`config.mk`:
```
export PLATFORM = sky130hd
export DESIGN_NAME = pcipm_cap
export DESIGN_NICKNAME = d
export VERILOG_FILES = /design/src/rtl/pcipm_pkg.sv /design/src/rtl/pcipm_wake.sv /design/src/rtl/pcipm_pstate.sv /design/src/rtl/pcipm_cap.sv
export SDC_FILE = /design/constraint.sdc
export NUM_CORES = 1
export LEC_CHECK = 0
export ABC_AREA = 1
export BUFFER_PORTS_ARGS = -buffer_cell sky130_fd_sc_hd__buf_2
export CAP_MARGIN = 40
export CORE_MARGIN = 2
export CORE_UTILIZATION = 26
export DETAILED_ROUTE_END_ITERATION = 7
export GPL_TIMING_DRIVEN = 0
export PLACE_DENSITY = 0.84
export SYNTH_ARGS = -nofsm -noshare
export SYNTH_HDL_FRONTEND = slang
export SYNTH_SLANG_ARGS = --single-unit
```
`constraint.sdc`:
```
create_clock -name clk -period 0.8 [get_ports clk]
set_input_delay 0.08 -clock clk [delete_from_list [all_inputs] [get_ports clk]]
set_output_delay 0.08 -clock clk [all_outputs]
set_load 0.005 [all_outputs]
```
`src/rtl/pcipm_pkg.sv`:
```
package pcipm_pkg;

    localparam int DATA_W = 32;
    localparam int BE_W   = DATA_W / 8;

    localparam logic [7:0] CAP_ID_PM   = 8'h01;
    localparam logic [7:0] CAP_NEXT    = 8'h00;
    localparam logic [2:0] PM_VERSION  = 3'b010;

    localparam int BIT_STATUS = 15;
    localparam int BIT_ENABLE = 8;

    typedef enum logic [1:0] {
        PS_D0    = 2'b00,
        PS_D1    = 2'b01,
        PS_D2    = 2'b10,
        PS_D3HOT = 2'b11
    } pstate_e;

    typedef struct packed {
        logic    status;
        logic    enable;
        pstate_e pstate;
    } csr_view_t;

    function automatic logic pstate_ok(input logic [1:0] code);
        return (code == PS_D0) || (code == PS_D3HOT);
    endfunction

    function automatic logic [DATA_W-1:0] header_word();
        logic [DATA_W-1:0] w;
        w        = '0;
        w[7:0]   = CAP_ID_PM;
        w[15:8]  = CAP_NEXT;
        w[18:16] = PM_VERSION;
        w[19]    = 1'b0;
        w[20]    = 1'b0;
        w[21]    = 1'b1;
        return w;
    endfunction

    function automatic logic [DATA_W-1:0] csr_word(input csr_view_t v);
        logic [DATA_W-1:0] w;
        w             = '0;
        w[BIT_STATUS] = v.status;
        w[BIT_ENABLE] = v.enable;
        w[1:0]        = v.pstate;
        return w;
    endfunction

endpackage

```
`src/rtl/pcipm_wake.sv`:
```
module pcipm_wake (
    input  logic clk,
    input  logic aux_por,
    input  logic csr_we,
    input  logic be_hi,
    input  logic wd_status,
    input  logic wd_enable,
    input  logic pme_event,
    output logic status,
    output logic enable,
    output logic pme_n
);

    logic clr_req;
    logic st_nx;
    logic en_nx;

    always_comb begin
        clr_req = csr_we && be_hi && wd_status;
        st_nx   = pme_event || (status && !clr_req);
        en_nx   = (csr_we && be_hi) ? wd_enable : enable;
    end

    always_ff @(posedge clk) begin
        if (aux_por) begin
            status <= 1'b0;
            enable <= 1'b0;
            pme_n  <= 1'b1;
        end else begin
            status <= st_nx;
            enable <= en_nx;
            pme_n  <= !(st_nx && en_nx);
        end
    end

    AST_EVENT_SETS: assert property (@(posedge clk) disable iff (aux_por)
        pme_event |=> status);
    AST_EVENT_BEATS_CLEAR: assert property (@(posedge clk) disable iff (aux_por)
        (pme_event && csr_we && be_hi && wd_status) |=> status);
    AST_W1C_CLEARS: assert property (@(posedge clk) disable iff (aux_por)
        (csr_we && be_hi && wd_status && !pme_event) |=> !status);
    AST_ENABLE_HOLD: assert property (@(posedge clk) disable iff (aux_por)
        !(csr_we && be_hi) |=> (enable == $past(enable)));
    AST_PIN_TRACKS: assert property (@(posedge clk) disable iff (aux_por)
        pme_n == !(status && enable));

endmodule

```
`src/rtl/pcipm_pstate.sv`:
```
module pcipm_pstate
    import pcipm_pkg::*;
(
    input  logic       clk,
    input  logic       aux_por,
    input  logic       pci_rst,
    input  logic       csr_we,
    input  logic       be_lo,
    input  logic [1:0] wd_ps,
    output pstate_e    pstate
);

    always_ff @(posedge clk) begin
        if (aux_por || pci_rst) begin
            pstate <= PS_D0;
        end else if (csr_we && be_lo && pstate_ok(wd_ps)) begin
            pstate <= pstate_e'(wd_ps);
        end
    end

    AST_PS_LEGAL: assert property (@(posedge clk) disable iff (aux_por)
        (pstate == PS_D0) || (pstate == PS_D3HOT));
    AST_PS_REJECT: assert property (@(posedge clk) disable iff (aux_por)
        (csr_we && !pci_rst && !pstate_ok(wd_ps)) |=> (pstate == $past(pstate)));
    AST_PS_PCIRST: assert property (@(posedge clk) disable iff (aux_por)
        pci_rst |=> (pstate == PS_D0));

endmodule

```
`src/rtl/pcipm_cap.sv`:
```
module pcipm_cap
    import pcipm_pkg::*;
#(
    parameter int          ADDR_W  = 6,
    parameter logic [5:0]  HDR_DW  = 6'h10
) (
    input  logic              clk,
    input  logic              pci_rst,
    input  logic              aux_por,
    input  logic [ADDR_W-1:0] cfg_addr,
    input  logic              cfg_wr,
    input  logic [BE_W-1:0]   cfg_be,
    input  logic [DATA_W-1:0] cfg_wdata,
    output logic [DATA_W-1:0] cfg_rdata,
    input  logic              pme_event,
    output logic              pme_n
);

    localparam logic [ADDR_W-1:0] HDR_A = ADDR_W'(HDR_DW);
    localparam logic [ADDR_W-1:0] CSR_A = ADDR_W'(HDR_DW + 6'd1);

    logic      csr_we;
    csr_view_t view;
    logic      unused_bits;

    assign csr_we      = cfg_wr && !pci_rst && (cfg_addr == CSR_A);
    assign unused_bits = ^{cfg_wdata[31:16], cfg_wdata[14:9], cfg_wdata[7:2], cfg_be[3:2]};

    pcipm_wake u_wake (
        .clk       (clk),
        .aux_por   (aux_por),
        .csr_we    (csr_we),
        .be_hi     (cfg_be[1]),
        .wd_status (cfg_wdata[BIT_STATUS]),
        .wd_enable (cfg_wdata[BIT_ENABLE]),
        .pme_event (pme_event),
        .status    (view.status),
        .enable    (view.enable),
        .pme_n     (pme_n)
    );

    pcipm_pstate u_pstate (
        .clk     (clk),
        .aux_por (aux_por),
        .pci_rst (pci_rst),
        .csr_we  (csr_we),
        .be_lo   (cfg_be[0]),
        .wd_ps   (cfg_wdata[1:0]),
        .pstate  (view.pstate)
    );

    always_comb begin
        cfg_rdata = '0;
        if (cfg_addr == HDR_A) begin
            cfg_rdata = header_word();
        end else if (cfg_addr == CSR_A) begin
            cfg_rdata = csr_word(view);
        end
    end

    AST_STICKY_PCIRST: assert property (@(posedge clk) disable iff (aux_por)
        (pci_rst && !pme_event) |=> (view.status == $past(view.status)
                                     && view.enable == $past(view.enable)));
    AST_AUX_CLEAR: assert property (@(posedge clk)
        aux_por |=> (pme_n && !view.status && !view.enable && view.pstate == PS_D0));

endmodule

```
==> run_results.csv <==
group,metric,value,unit
synthesis,ys_top_cells_by_area,"buf_4 38%, dfxtp_1 19%, inv_1 9.2%",
die,start_util,27.45,%
pwr,leakagePower,0.5101,nW
run,drv_cap,0,
timing,tns,-0.4181,ns
cts,clk_pin_slew,0.05,ns
drt,vias,521,
synthesis,yosysWarnings,0,
worst_setup_path,cp_cell_sequence,"inv_2, a211oi_2, buf_2",
worst_setup_path,critPathSlowestCell,"dfxtp_2",
timing,hold_viol,0,
placed_design,portBuffers,23,
timing,finalCritPeriodShare,122.0,%
timing,slew_viol_final,0,
worst_setup_path,crit_arrival,0.90,ns
pwr,clkPwrFrac,37.2,%
placed_design,dp_hpwl,917.4,um
worst_setup_path,r2r_cells,6,
pwr,finalPower,801.0,uW
timing,min_period,0.9762,ns
worst_setup_path,path_delay_family,"flip-flops",
synthesis,synth_top_area_share,38.03,%
timing,whs,0.02351,ns
worst_hold_path,hold_path_depth,2,
worst_setup_path,cp-end-kind,"output pin",
cts,cts.sinks,5,
worst_setup_path,timing.rr.start,"u_wake.enable",
drt,postRouteAntennaNets,0,
pwr,power.internal,582.8,uW
placed_design,placed_cells,151,
worst_hold_path,worstHoldPathType,"in2reg",
layout,nNetsFinal,178,
cts,clock_latency,0.24,ns
timing,rsz0062_at_grt,"yes",
cts,cts_buffers,3,
drt,drc,0,
die,rows,16,
worst_setup_path,critical_path_required,0.72,ns
layout,fin_area,882.1,um^2
placed_design,routabilityCongestion,0.8100,
worst_setup_path,critPathKind,"reg2out",
synthesis,synth_area_per_cell,7.013,um^2
synthesis,yosys.area.top_type,"buf_4",
worst_setup_path,cp_max_fo,2,
synthesis,synth.distinct_cells,17,
die,dieWidth,49.28,um
drt,drtIter0Drc,3,
pwr,p_sw,218.2,uW
cts,ctsHoldBuffers,0,
worst_hold_path,hold_start,"aux_por",
worst_setup_path,r2r_slack,0.02,ns
pwr,ir_drop,609.8,uV
synthesis,ys_seq_area_share,18.78,%
cts,cts_buffer_depth,2,
layout,syn_to_final_growth,65.49,%
timing,finalClockSkew,0.002169,ns
global_routing,grt.overflow.total,0,
cts,htreeDepth,1,
layout,most-common-layout-cells,"27 x buf_4, 26 x conb_1, 20 x buf_2, 9 x inv_2, 7 x nand2_1",
worst_hold_path,hold_end,"u_wake.status",
worst_setup_path,cp-start-kind,"flip-flop",
cts,clockRootBuffer,"clkbuf_4",
synthesis,netlist_area,533.0,um^2
drt,via_per_inst,3.318,
placed_design,place_area,775.7,um^2
drt,wl,1123,um
timing,setup_viol,4,
synthesis,ys_seq_elements,5,
layout,drive_above_1_share,62.31,%
drt,drt_pre_antenna_iters,4,
global_routing,grt_pass1_vias,445,
pwr,swShare,27.24,%
drt,wire_per_inst,7.153,um
timing,setup_slack,-0.1762,ns
layout,n_antenna_cell,0,
status,status,"finished with violations",
global_routing,grt.total_usage,9.277,%
global_routing,antenna_found_initial,0,
pwr,p_per_area,908.1,mW/mm^2
worst_setup_path,slowest_delay,0.31,ns
layout,final_common_cell,"buf_4",
die,die_area,0.002428,mm^2
die,die_y,49.28,um
global_routing,grt_pass1_wl,1697,um
die,ios,80,
cts,cts_tree,"built",
worst_setup_path,timing.rr.end,"u_wake.pme_n",
layout,layoutNonFillerInstCount,157,
status,violations,"negative setup slack",
worst_setup_path,startpoint,"u_pstate.pstate[0]",
pwr,p_seq_share,32.1,%
pwr,combPwrFrac,30.7,%
global_routing,grt_max_degree,5,
synthesis,synthCells,76,
layout,fin_util,45.43,%
worst_setup_path,cp.buffers_inverters,2,
timing,timing.fmax,1024,MHz
placed_design,dpl_worst_slack,-0.2232,ns
die,fp.coreArea,0.001942,mm^2
## layout make-up
| cell class | instances | area (um^2) |
|---|---|---|
| fillers | 204 | 1060 |
| multi-input cells | 56 | 309.0 |
| plain buffers | 26 | 195.2 |
| repair buffers | 26 | 163.9 |
| flip-flops and latches | 5 | 105.1 |
| inverters | 13 | 48.80 |
| well taps | 27 | 33.78 |
| clock buffers | 4 | 26.28 |
## metal layers
metal  vias up  global-route usage (%)  wire length (um)
li1        280                       -                 -
met1       201                   9.427               412
met2        36                   15.54               527
met3         4                   3.067               163
met4         0                   7.143                20
met5         -                       0                 0
## repair_timing
action / 4_1_cts / 5_1_grt
endpoints found under the setup margin: 6 / 7
cloned: 0 / 0
resized for setup: 9 / 17
buffers inserted: 3 / 0
pin swaps: 6 / 4
## cell families after synthesis
logic type      after synthesis  synth area share (%)
compound gates                2                 2.347
buf+inv                      40                 47.18
xor+xnor                      1                 1.643
other cells                   1                0.7035
simple gates                 27                 29.34
flops                         5                 18.78
## worst max path at each step
stage                         endpoint  depth (start not counted)
floorplan                 u_wake.pme_n                          8
global placement    u_pstate.pstate[1]                          7
detailed placement  u_pstate.pstate[1]                          7
CTS                       cfg_rdata[0]                          3
global route              cfg_rdata[0]                          3
finish                    cfg_rdata[0]                          3
## sequential cells by signal, summed over array words and instances (netlist names)
register         cells
u_pstate.pstate      2
u_wake.enable        1
u_wake.pme_n         1
u_wake.status        1
## power by group through the flow
| stage | combinational [mW] | sequential [mW] | clock [mW] |
|---|---|---|---|
| 6_report | 0.246 | 0.257 | 0.298 |
| 5_1_grt | 0.270 | 0.257 | 0.324 |
| 4_1_cts | 0.227 | 0.256 | 0.310 |
| 3_5_place_dp | 0.218 | 0.260 | 0 |
| 3_3_place_gp | 0.216 | 0.260 | 0 |
| 2_1_floorplan | 0.161 | 0.260 | 0 |
## synth_stat cells
library cell / number
nand3_4: 1
inv_1: 13
nor2_4: 2
a21oi_1: 1
nor2_1: 8
conb_1: 1
nand4_1: 2
xnor2_1: 1
nand4_2: 1
nor2_2: 1
buf_4: 27
nand2_1: 9
nand3_2: 1
a211oi_1: 1
nor3_1: 1
dfxtp_1: 5
nand2_2: 1
No activity file was read; power rests on OpenSTA's default activity.
